### src/rtl/sbox_pkg.sv
package sbox_pkg;

    localparam int ADJ_MAX = 1024;

    typedef logic [ADJ_MAX-1:0] adj_vec_t;

    typedef enum logic [1:0] {
        CH_HOLD,
        CH_SHIFT,
        CH_CAPTURE
    } chain_op_t;

    typedef struct packed {
        logic shift;
        logic capture;
        logic commit;
    } scan_ctl_t;

    // number of inputs allowed for output k
    function automatic int row_count(input adj_vec_t adj, input int n_in, input int k);
        int c;
        c = 0;
        for (int j = 0; j < n_in; j++) begin
            if (adj[k*n_in + j]) c++;
        end
        return c;
    endfunction

    function automatic int sel_width(input int n);
        return (n <= 2) ? 1 : $clog2(n);
    endfunction

    function automatic int field_w(input adj_vec_t adj, input int n_in, input int k);
        return sel_width(row_count(adj, n_in, k));
    endfunction

    // bit offset of field k inside the configuration path
    function automatic int field_off(input adj_vec_t adj, input int n_in, input int k);
        int s;
        s = 0;
        for (int i = 0; i < k; i++) begin
            s += field_w(adj, n_in, i);
        end
        return s;
    endfunction

endpackage

### src/rtl/sbox_scan_chain.sv
module sbox_scan_chain
    import sbox_pkg::*;
#(
    parameter int LEN = 9
) (
    input  logic            clk,
    input  logic            rst,
    input  scan_ctl_t       ctl,
    input  logic            scan_in,
    input  logic [LEN-1:0]  load_val,
    output logic [LEN-1:0]  chain,
    output logic            scan_out
);

    chain_op_t      op;
    logic [LEN-1:0] shifted;

    always_comb begin
        if (ctl.capture)    op = CH_CAPTURE;
        else if (ctl.shift) op = CH_SHIFT;
        else                op = CH_HOLD;
    end

    always_comb begin
        shifted          = chain >> 1;
        shifted[LEN-1]   = scan_in;
    end

    always_ff @(posedge clk) begin
        if (rst) begin
            chain <= '0;
        end else begin
            case (op)
                CH_CAPTURE: chain <= load_val;
                CH_SHIFT:   chain <= shifted;
                default:    chain <= chain;
            endcase
        end
    end

    assign scan_out = chain[0];

endmodule

### src/rtl/sbox_active_cfg.sv
module sbox_active_cfg #(
    parameter int LEN = 9
) (
    input  logic            clk,
    input  logic            rst,
    input  logic            commit,
    input  logic [LEN-1:0]  shadow,
    output logic [LEN-1:0]  active
);

    always_ff @(posedge clk) begin
        if (rst)         active <= '0;
        else if (commit) active <= shadow;
    end

endmodule

### src/rtl/sbox_out_mux.sv
module sbox_out_mux #(
    parameter int              N_IN   = 5,
    parameter int              DATA_W = 8,
    parameter logic [N_IN-1:0] ROW    = '1,
    parameter int              SEL_W  = 3
) (
    input  logic [N_IN*DATA_W-1:0] din,
    input  logic [SEL_W-1:0]       sel,
    output logic [DATA_W-1:0]      dout
);

    // rank-encoded select: value s takes the s-th permitted input
    always_comb begin
        int rank;
        rank = 0;
        dout = '0;
        for (int j = 0; j < N_IN; j++) begin
            if (ROW[j]) begin
                if (rank == int'(sel)) dout = din[j*DATA_W +: DATA_W];
                rank++;
            end
        end
    end

endmodule

### src/rtl/route_switch_box.sv
module route_switch_box
    import sbox_pkg::*;
#(
    parameter int DATA_W = 8,
    parameter int NBR    = 4,
    parameter logic [(NBR+1)*(NBR+1)-1:0] ADJ = 25'b0001100111110111110111110
) (
    input  logic                  clk,
    input  logic                  rst,
    input  logic [NBR*DATA_W-1:0] nbr_in,
    input  logic [DATA_W-1:0]     pe_in,
    output logic [NBR*DATA_W-1:0] nbr_out,
    output logic [DATA_W-1:0]     pe_out,
    input  logic                  shift,
    input  logic                  scan_in,
    output logic                  scan_out,
    input  logic                  capture,
    input  logic                  commit
);

    localparam int N_IN    = NBR + 1;
    localparam int N_OUT   = NBR + 1;
    localparam int CFG_LEN = field_off(adj_vec_t'(ADJ), N_IN, N_OUT);

    logic [N_IN*DATA_W-1:0]  all_in;
    logic [N_OUT*DATA_W-1:0] all_out;
    logic [CFG_LEN-1:0]      shadow;
    logic [CFG_LEN-1:0]      active;
    scan_ctl_t               ctl;

    assign all_in  = {pe_in, nbr_in};
    assign nbr_out = all_out[NBR*DATA_W-1:0];
    assign pe_out  = all_out[N_OUT*DATA_W-1 -: DATA_W];

    assign ctl.shift   = shift;
    assign ctl.capture = capture;
    assign ctl.commit  = commit;

    sbox_scan_chain #(.LEN(CFG_LEN)) u_chain (
        .clk      (clk),
        .rst      (rst),
        .ctl      (ctl),
        .scan_in  (scan_in),
        .load_val (active),
        .chain    (shadow),
        .scan_out (scan_out)
    );

    sbox_active_cfg #(.LEN(CFG_LEN)) u_active (
        .clk    (clk),
        .rst    (rst),
        .commit (ctl.commit),
        .shadow (shadow),
        .active (active)
    );

    for (genvar k = 0; k < N_OUT; k++) begin : g_out
        localparam int              FW  = field_w(adj_vec_t'(ADJ), N_IN, k);
        localparam int              FO  = field_off(adj_vec_t'(ADJ), N_IN, k);
        localparam logic [N_IN-1:0] ROW = ADJ[k*N_IN +: N_IN];

        sbox_out_mux #(
            .N_IN   (N_IN),
            .DATA_W (DATA_W),
            .ROW    (ROW),
            .SEL_W  (FW)
        ) u_mux (
            .din  (all_in),
            .sel  (active[FO +: FW]),
            .dout (all_out[k*DATA_W +: DATA_W])
        );
    end

endmodule

### config.mk
export PLATFORM = sky130hd
export DESIGN_NAME = route_switch_box
export DESIGN_NICKNAME = d
export VERILOG_FILES = /design/src/rtl/sbox_pkg.sv /design/src/rtl/sbox_scan_chain.sv /design/src/rtl/sbox_active_cfg.sv /design/src/rtl/sbox_out_mux.sv /design/src/rtl/route_switch_box.sv
export SDC_FILE = /design/constraint.sdc
export NUM_CORES = 1
export LEC_CHECK = 0
export ABC_AREA = 1
export BUFFER_PORTS_ARGS = -buffer_cell sky130_fd_sc_hd__buf_2
export CORE_AREA = 2 2 64 66
export CTS_BUF_LIST = sky130_fd_sc_hd__clkbuf_4 sky130_fd_sc_hd__clkbuf_8
export CTS_CLUSTER_SIZE = 8
export DETAILED_ROUTE_END_ITERATION = 7
export DIE_AREA = 0 0 66 68
export PLACE_DENSITY = 0.85
export RECOVER_POWER = 100
export SETUP_SLACK_MARGIN = 0.1
export SYNTH_ARGS = -nofsm -noshare
export SYNTH_HDL_FRONTEND = slang
export SYNTH_SLANG_ARGS = --single-unit
### constraint.sdc
create_clock -name clk -period 1.2 [get_ports clk]
set_clock_uncertainty 0.1 [all_clocks]
set_input_delay 0.12 -clock clk [delete_from_list [all_inputs] [get_ports clk]]
set_output_delay 0.12 -clock clk [all_outputs]
set_load 0.1 [all_outputs]
==> reports/metrics.cfg, run 1 <==
[outcome]
status=finished, violations left
failed_checks=negative setup slack

[power_and_ir_drop]
p_total_uw=3890
power.density_nw_per_um2=1090
power_leakage_uw=0.00166
ir_drop_uv=905

[clock_network]
cts_root_buf=clkbuf_8
clk_pin_slew_worst_paths_ps=70
cts-htree-levels=1
cts.path.max_buffers=2
cts_tree=yes
numCtsBuffers=3
clock_latency_ps=260
postCtsHoldBufs=0
cts.sinks=18

[grt]
grt_pass1_vias=3024
grt.overflow.total=0
grt_max_degree=15
antenna_found_initial=0
grtUsageTotal=0.472
grt_pass1_wl_mm=15.8

[setup_path]
critPathMaxStageDelay_ps=400
critPathRequiredTime_ps=980
cp_data_arrival_time_ps=1490
cp_top_family=simple AND/OR/NAND/NOR gates
path_class=reg -> out
critical_path.cell_chain=inv_4, nor2_4, nand2_2, nand4_1, buf_12
cp_max_fo=8
crit_buf_inv=2
cp-end-kind=output pin
cp-start-kind=flip-flop
cp_slowest_cell=dfxtp_4

[synth]
avgSynthCellArea_um2=6.14
synth-seq-cells=18
synth_cell_type_count=18
synthCells=286
ys_warn_count=0
synth_nets=332
yosysSeqAreaShare=0.205
netlist_area_um2=1760

[die]
die-area_um2=4490
die_x_um=66
rows=23
ioPinCount=87
fp.coreArea_um2=3860
initial_core_util=0.456
die_h_um=68

[drt]
drc=0
drt_wl_total_mm=11.4
dr.first_iter.drc_count=823
drt_first_pass_iters=8
ant_nets=0
vias=3154
wl_per_cell_um=25.2
vias_per_cell=6.96

[timing]
setup_violations=40
max_slew_margin=0.710
period_minus_slack_ps=1710
rsz0062_at_grt=true
tightest_slew_ps=435
clock.fmax_mhz=584
layout_setup_ws_ps=-511
timing.hold.ws_ps=90.8
finalHoldViolations=0
drv_slew=0
period_share=1.43

[place]
pre_cts_ws_ps=-158
routabilityCongestion=1.02
numPortBuffers=86
hpwl_mm=6.22

[finish]
num-nets-final=450
layout-drive-gt1-share=0.524
synthToLayoutAreaGrowth_pct=103
antenna_cells=0

[flow_run]
drv_cap=0

[hold_path]
hold_path_class=in -> reg

-- cell type report --
cell class                 instances  area [um^2]
tap                               50         62.6
fill                             135          297
clock buffer                       4         55.1
inverter                          17         73.8
sequential                        18          393
multi-input combinational        237         1530
timing repair buffer             127         1440
-- path summary, 6_finish.rpt --
path                                   start                              end  slack, ps  cells after the start
min reg2reg    u_chain.chain[4]$_SDFFE_PP0P_  u_active.active[4]$_SDFFE_PP0P_        400                      2
max          u_active.active[5]$_SDFFE_PP0P_                      nbr_out[18]       -510                      5
min                                  scan_in    u_chain.chain[8]$_SDFFE_PP0P_         90                      5
max reg2reg  u_active.active[4]$_SDFFE_PP0P_    u_chain.chain[4]$_SDFFE_PP0P_        130                      6
-- cell families after synthesis --
family | count (synthesis) | synth area share
buffers and inverters | 31 | 0.121
and+or+nand+nor | 215 | 0.583
AOI/OAI and AO/OA | 14 | 0.0399
muxes | 8 | 0.0513
DFF | 18 | 0.205
-- state kept, by name, indices dropped and copies added (netlist names) --
| name | cells |
|---|---|
| u_chain.chain | 9 |
| u_active.active | 9 |
-- stage by stage --
| step | std cells | util | cell area [um^2] | setup TNS [ps] |
|---|---|---|---|---|
| finish | 453 | 0.923 | 3560 | -15690 |
| global route | 453 | 0.923 | 3560 | -16920 |
| CTS | 452 | 0.902 | 3480 | -12880 |
| detailed placement | 444 | 0.840 | 3240 | -3380 |
| global placement | 444 | 0.840 | 3240 | -1600 |
| floorplan | 286 | - | 1990 | -13610 |
-- cell usage in the layout, fill, tap and decap left out, types with 11 or more instances in the layout --
master and instances:
nand3_2 14, buf_12 45, nand2_2 14, inv_1 11, buf_4 29, buf_2 45, nand3_1 52, nand4_1 24
nand2_1 75
-- Yosys cell counts --
master	count	area [um^2]
nand2_1	99	372
nand3_1	74	370
nand4_1	24	150
dfxtp_1	18	360
inv_1	11	41.3
o21ai_0	9	45.0
buf_6	8	90.1
mux2_2	8	90.1
nor2_1	8	30.0
a21oi_1	5	25.0
inv_2	5	18.8
nor2_4	5	56.3
nor2_2	4	25.0
clkbuf_8	3	41.3
buf_2	2	10.0
buf_4	1	7.51
clkinv_1	1	3.75
nor2_8	1	20.0
-- power by group --
part | leakage [uW] | switching [uW] | internal, uW
sequential | 0.000154 | 46.3 | 619
combinational | 0.00148 | 1810 | 920
clock | 0.0000288 | 205 | 292
-- worst reg2reg max path, delay by kind of cell, from the launching register on --
family	cells	cell delay, ps
buf+inv	3	300
flops	1	390
simple gates	3	180
-- timing repair --
action                     CTS  global route
resized for setup           33            25
buffers inserted             3             2
setup endpoints to repair   41            42
gates cloned                 1             0
pin swaps                   50            21
-- routing by layer --
metal	share of wire	GRT usage
met5	0.0032	0.0625
met4	0.11	0.324
met3	0.15	0.196
met2	0.43	0.768
met1	0.31	0.497
Power figures use the tool's default switching activity.
==> run 2: changes to the inputs <==
--- a/config.mk
+++ b/config.mk
@@ -15,6 +15,7 @@
 export PLACE_DENSITY = 0.85
 export RECOVER_POWER = 100
 export SETUP_SLACK_MARGIN = 0.1
+export SKIP_LAST_GASP = 1
 export SYNTH_ARGS = -nofsm -noshare
 export SYNTH_HDL_FRONTEND = slang
 export SYNTH_SLANG_ARGS = --single-unit
==> run 2 against run 1 <==
Against the previous run:
- the run ends with design-rule violations, negative setup slack left
- combinational power barely moved
- clock-buffer cell count did not move
- register-to-register slack got worse by 60 ps
- sequential share of layout area fell by 0.069 points
- wire length rose by 9.0%
- maximum frequency fell by 2.2%
- highest routed layer is now met4
==> reports/metrics.cfg, run 2 (synthesis results as in run 1) <==
[outcome]
status=finished, violations left
failed_checks=design-rule violations, negative setup slack

[grt]
grt_max_degree=15
grtUsageTotal=0.456
grt_pass1_wl_mm=15.3
met2_usage=0.759
grt_pass1_vias=2971
grt.busiest_layer=met2
grtUsageMet1=0.478
antenna_found_initial=0
grt.overflow.total=0
use_met3=0.156

[die]
die_h_um=68
fp.coreArea_um2=3860
die-area_um2=4490
rows=23
ioPinCount=87
die_x_um=66
initial_core_util=0.456

[setup_path]
crit_buf_inv=3
cp_data_arrival_time_ps=1530
cp-start-kind=flip-flop
cp-end-kind=output pin
path_class=reg -> out
critPathRequiredTime_ps=980
critPathMaxStageDelay_ps=390
critical_path.cell_chain=inv_4, nor2_4, buf_6, nand2_1, nand4_1, buf_12
cp_slowest_cell=dfxtp_4
cp_max_fo=4
cp_top_family=buffers and inverters

[drt]
wl_per_cell_um=27.3
drc=33
drt_first_pass_iters=8
vias=3318
ant_nets=0
drt_wl_total_mm=12.4
dr.first_iter.drc_count=770
vias_per_cell=7.29

[timing]
clock.fmax_mhz=571
setup_violations=41
layout_setup_ws_ps=-550
max_slew_margin=0.685
finalHoldViolations=0
tightest_slew_ps=472
period_share=1.46
timing.hold.ws_ps=88.3
drv_slew=0
rsz0062_at_grt=true
period_minus_slack_ps=1750

[power_and_ir_drop]
swShare=0.532
ir_drop_uv=905
seq_power_share=0.171
power_leakage_uw=0.00172
power.density_nw_per_um2=1090
p_total_uw=3930
p_sw_uw=2090
combPwrFrac=0.701
p_int_uw=1840
pwr-share-clk=0.129

[finish]
antenna_cells=0
mostFrequentLayoutCell=nand2_1
num-nets-final=452
fin_cells=455
nFillCells=123
final_area_um2=3600
layout-drive-gt1-share=0.538
reg_top3=u_active.active: 9 flops, u_chain.chain: 9 flops
final_cell_mix=70 x nand2_1, 51 x nand3_1, 45 x buf_12
synthToLayoutAreaGrowth_pct=105

[clock_network]
clk_pin_slew_worst_paths_ps=70
cts_tree=yes
cts-htree-levels=1
cts_root_buf=clkbuf_8
cts.path.max_buffers=2
postCtsHoldBufs=0
cts.sinks=18
numCtsBuffers=3
clock_latency_ps=260

[place]
placed_area_um2=3240
place_inst=444
hpwl_mm=6.22
numPortBuffers=86
routabilityCongestion=1.02

[flow_run]
drv_cap=0

[hold_path]
hold_path_class=in -> reg

-- run 2: power groups by stage --
stage | Sequential [uW] | Clock, uW | Combinational (uW)
2_1_floorplan | 669 | 0 | 1530
3_3_place_gp | 673 | 0 | 2460
3_5_place_dp | 676 | 0 | 2500
4_1_cts | 665 | 493 | 2570
5_1_grt | 671 | 527 | 2780
6_report | 671 | 505 | 2750
-- run 2: routing by layer --
layer	up-vias	share of wire
met5	-	0
li1	1227	-
met1	1447	0.30
met3	205	0.16
met2	439	0.41
met4	0	0.12
-- run 2: final cells by class --
cell class	count	area [um^2]	share of cell area
Clock buffer	4	55.1	0.0153
Inverter	17	73.8	0.0205
Multi-Input combinational cell	237	1540	0.426
Sequential cell	18	395	0.110
Tap cell	50	62.6	0.0174
Timing Repair Buffer	129	1480	0.411
-- run 2: repair_timing --
action,4_1_cts,5_1_grt
cloned,1,0
pin swaps,49,16
setup buffers,3,4
resized for setup,32,34
endpoints found under the setup margin,41,42
-- run 2: final timing paths --
| kind | to | depth (start not counted) | startpoint | slack [ps] |
|---|---|---|---|---|
| max | nbr_out[1] | 6 | u_active.active[1]$_SDFFE_PP0P_ | -550 |
| min | u_chain.chain[8]$_SDFFE_PP0P_ | 5 | scan_in | 90 |
| max reg2reg | u_chain.chain[5]$_SDFFE_PP0P_ | 5 | u_active.active[5]$_SDFFE_PP0P_ | 70 |
| min reg2reg | u_active.active[0]$_SDFFE_PP0P_ | 2 | u_chain.chain[0]$_SDFFE_PP0P_ | 430 |
-- run 2: metrics by stage --
step                       util  setup WS, ps  setup TNS [ps]
after floorplan               -          -569          -13610
after global placement    0.840         -85.5           -1600
after detailed placement  0.840          -158           -3380
after CTS                 0.901          -381          -12900
after global routing      0.935          -590          -17610
final                     0.935          -550          -15890
-- run 2: worst min-delay path, cell delays in order --
cell,delay (ps)
buf_2,80
nand3_1,70
nand3_1,80
nand2_1,40
inv_1,40
==> run 3: changes to the inputs <==
--- a/config.mk
+++ b/config.mk
@@ -5,14 +5,14 @@
 export SDC_FILE = /design/constraint.sdc
 export NUM_CORES = 1
 export LEC_CHECK = 0
-export ABC_AREA = 1
 export BUFFER_PORTS_ARGS = -buffer_cell sky130_fd_sc_hd__buf_2
-export CORE_AREA = 2 2 64 66
+export CORE_AREA = 2 2 63 65
 export CTS_BUF_LIST = sky130_fd_sc_hd__clkbuf_4 sky130_fd_sc_hd__clkbuf_8
 export CTS_CLUSTER_SIZE = 8
 export DETAILED_ROUTE_END_ITERATION = 7
-export DIE_AREA = 0 0 66 68
-export PLACE_DENSITY = 0.85
+export DIE_AREA = 0 0 65 67
+export GPL_ROUTABILITY_DRIVEN = 0
+export PLACE_DENSITY = 0.83
 export RECOVER_POWER = 100
 export SETUP_SLACK_MARGIN = 0.1
 export SKIP_LAST_GASP = 1
==> run 3 against run 2 <==
Against the previous run:
- the run ends with negative setup slack left
- setup slack got worse by 7.2 ps
- non-clock buffer count fell by 1
- global-route usage fell by 12 points
- critical endpoint is now nbr_out[6]
==> reports/metrics.cfg, run 3 <==
[timing]
setup_violations=41
timing.hold.ws_ps=108
finalHoldViolations=0
drv_slew=0
period_share=1.46
period_minus_slack_ps=1760
max_slew_margin=0.763
layout_setup_ws_ps=-558
rsz0062_at_grt=true
clock.fmax_mhz=569
tightest_slew_ps=355

[die]
die_x_um=65
die_h_um=67
fp.coreArea_um2=3610
initial_core_util=0.446
rows=22
ioPinCount=87
die-area_um2=4360

[power_and_ir_drop]
seq_power_share=0.216
p_int_uw=1560
swShare=0.488
power_leakage_uw=0.00133
pwr-share-clk=0.157
ir_drop_uv=794
p_sw_uw=1490
combPwrFrac=0.627
p_total_uw=3040
power.density_nw_per_um2=946

[place]
numPortBuffers=86
placed_area_um2=2770
hpwl_mm=4.44

[synth]
yosysMostFrequentCell=mux2i_1
ys_warn_count=0
synth_xor_area_frac=0
synth_cell_type_count=13
async_reset_ff_frac=0
synth_nets=174
synthCells=128
synth_edf_count=0
synthTopCellsByCount=26 x mux2i_1, 24 x mux4_2, 18 x dfxtp_1
synth_top_family_by_area=multiplexers
synth-seq-cells=18
synth_area_leaders=mux4_2 34%, dfxtp_1 22%, mux2i_1 16%, mux2_2 5.6%, o2bb2ai_1 4.4%
synth_mux_area_frac=0.554
yosys.area_share.simple=0.0599
synth_compound_area_frac=0.0856
yosysSeqAreaShare=0.224
synth_fa_ha_area_frac=0
yosysTopAreaCellShare=0.336
synth_ff_type=dfxtp_1
synth_area_leader_cell=mux4_2
netlist_area_um2=1610
avgSynthCellArea_um2=12.6

[hold_path]
hold_path_class=in -> reg

[drt]
wl_per_cell_um=26.5
drt_wl_total_mm=7.76
dr.first_iter.drc_count=139
ant_nets=0
vias_per_cell=6.25
vias=1832
drc=0
drt_first_pass_iters=4

[finish]
final_area_um2=3220
reg_top3=u_active.active: 9 flops, u_chain.chain: 9 flops
layout-drive-gt1-share=0.800
mostFrequentLayoutCell=buf_2
finalCoreUtilization=0.893
antenna_cells=0
num-nets-final=292
synthToLayoutAreaGrowth_pct=100
final_cell_mix=45 x buf_2, 30 x buf_6, 28 x buf_4

[setup_path]
critPathRequiredTime_ps=980
cp-start-kind=flip-flop
cp_max_fo=8
regToRegSetupSlack_ps=0
critical_path.cell_chain=mux4_2, buf_6
cp_data_arrival_time_ps=1540
cp_slowest_cell=mux4_2
crit_buf_inv=1
path_class=reg -> out
critPathMaxStageDelay_ps=600
cp_top_family=multiplexers
cp-end-kind=output pin

[clock_network]
cts.path.max_buffers=2
clk_pin_slew_worst_paths_ps=60
cts.sinks=18
numCtsBuffers=3
cts_tree=yes
cts-htree-levels=1
postCtsHoldBufs=0
clock_latency_ps=270
cts_root_buf=clkbuf_8

[grt]
grt_max_degree=19
grtUsageTotal=0.339
grt_pass1_wl_mm=10.6
grt.overflow.total=0
antenna_found_initial=0
grt_pass1_vias=1908

[flow_run]
drv_cap=0

[outcome]
failed_checks=negative setup slack
status=finished, violations left

-- run 3: power by group through the flow --
stage	Sequential (uW)	Combinational (uW)	Clock (uW)
2_1_floorplan	665	1170	0
3_3_place_gp	672	1640	0
3_5_place_dp	674	1670	0
4_1_cts	653	1830	471
5_1_grt	661	1940	495
6_report	657	1910	479
-- run 3: layout make-up --
cell class              instances  area, um^2
fillers                       139         387
repair buffers                128        1260
well taps                      48        60.1
flip-flops and latches         18         392
inverters                       1        3.75
clock buffers                   4        48.8
multi-input cells              94        1450
-- run 3: path summary, 6_finish.rpt --
kind | from | endpoint | cells after the start
setup reg to reg | u_active.active[6]$_SDFFE_PP0P_ | u_chain.chain[6]$_SDFFE_PP0P_ | 3
hold / removal | scan_in | u_chain.chain[8]$_SDFFE_PP0P_ | 3
setup / recovery | u_active.active[1]$_SDFFE_PP0P_ | nbr_out[6] | 2
hold reg to reg | u_chain.chain[0]$_SDFFE_PP0P_ | u_active.active[0]$_SDFFE_PP0P_ | 2
-- run 3: cells by family (layout without fill, tap and decap cells) --
group	count (synthesis)	count (layout)
buffers and inverters	16	133
flip-flops	18	18
multiplexers	58	58
AO/OA/AOI/OAI	17	17
AND/OR/NAND/NOR	19	19
-- run 3: routing by layer --
layer,part of all wire,vias to the layer above,track usage
met1,0.33,882,0.361
met5,0,-,0
li1,-,752,-
met3,0.098,41,0.0625
met2,0.52,157,0.630
met4,0.054,0,0.184
-- run 3: metrics by stage --
step | std cells | worst slack (ps) | setup TNS [ps]
after global routing | 293 | -580 | -17700
after CTS | 292 | -525 | -16300
after floorplan | 128 | -244 | -6750
after detailed placement | 286 | -404 | -9280
final | 293 | -558 | -16820
after global placement | 286 | -351 | -8640
-- run 3: what timing repair did --
action	CTS	global route
setup endpoints to repair	43	46
resized for setup	84	14
endpoints found under the hold margin	0	0
buffers inserted	2	1
cloned	0	0
pin swaps	6	7
-- run 3: worst min-delay path: stages --
cell and delay (ps):
buf_2 90, mux2i_1 120, a211oi_1 80
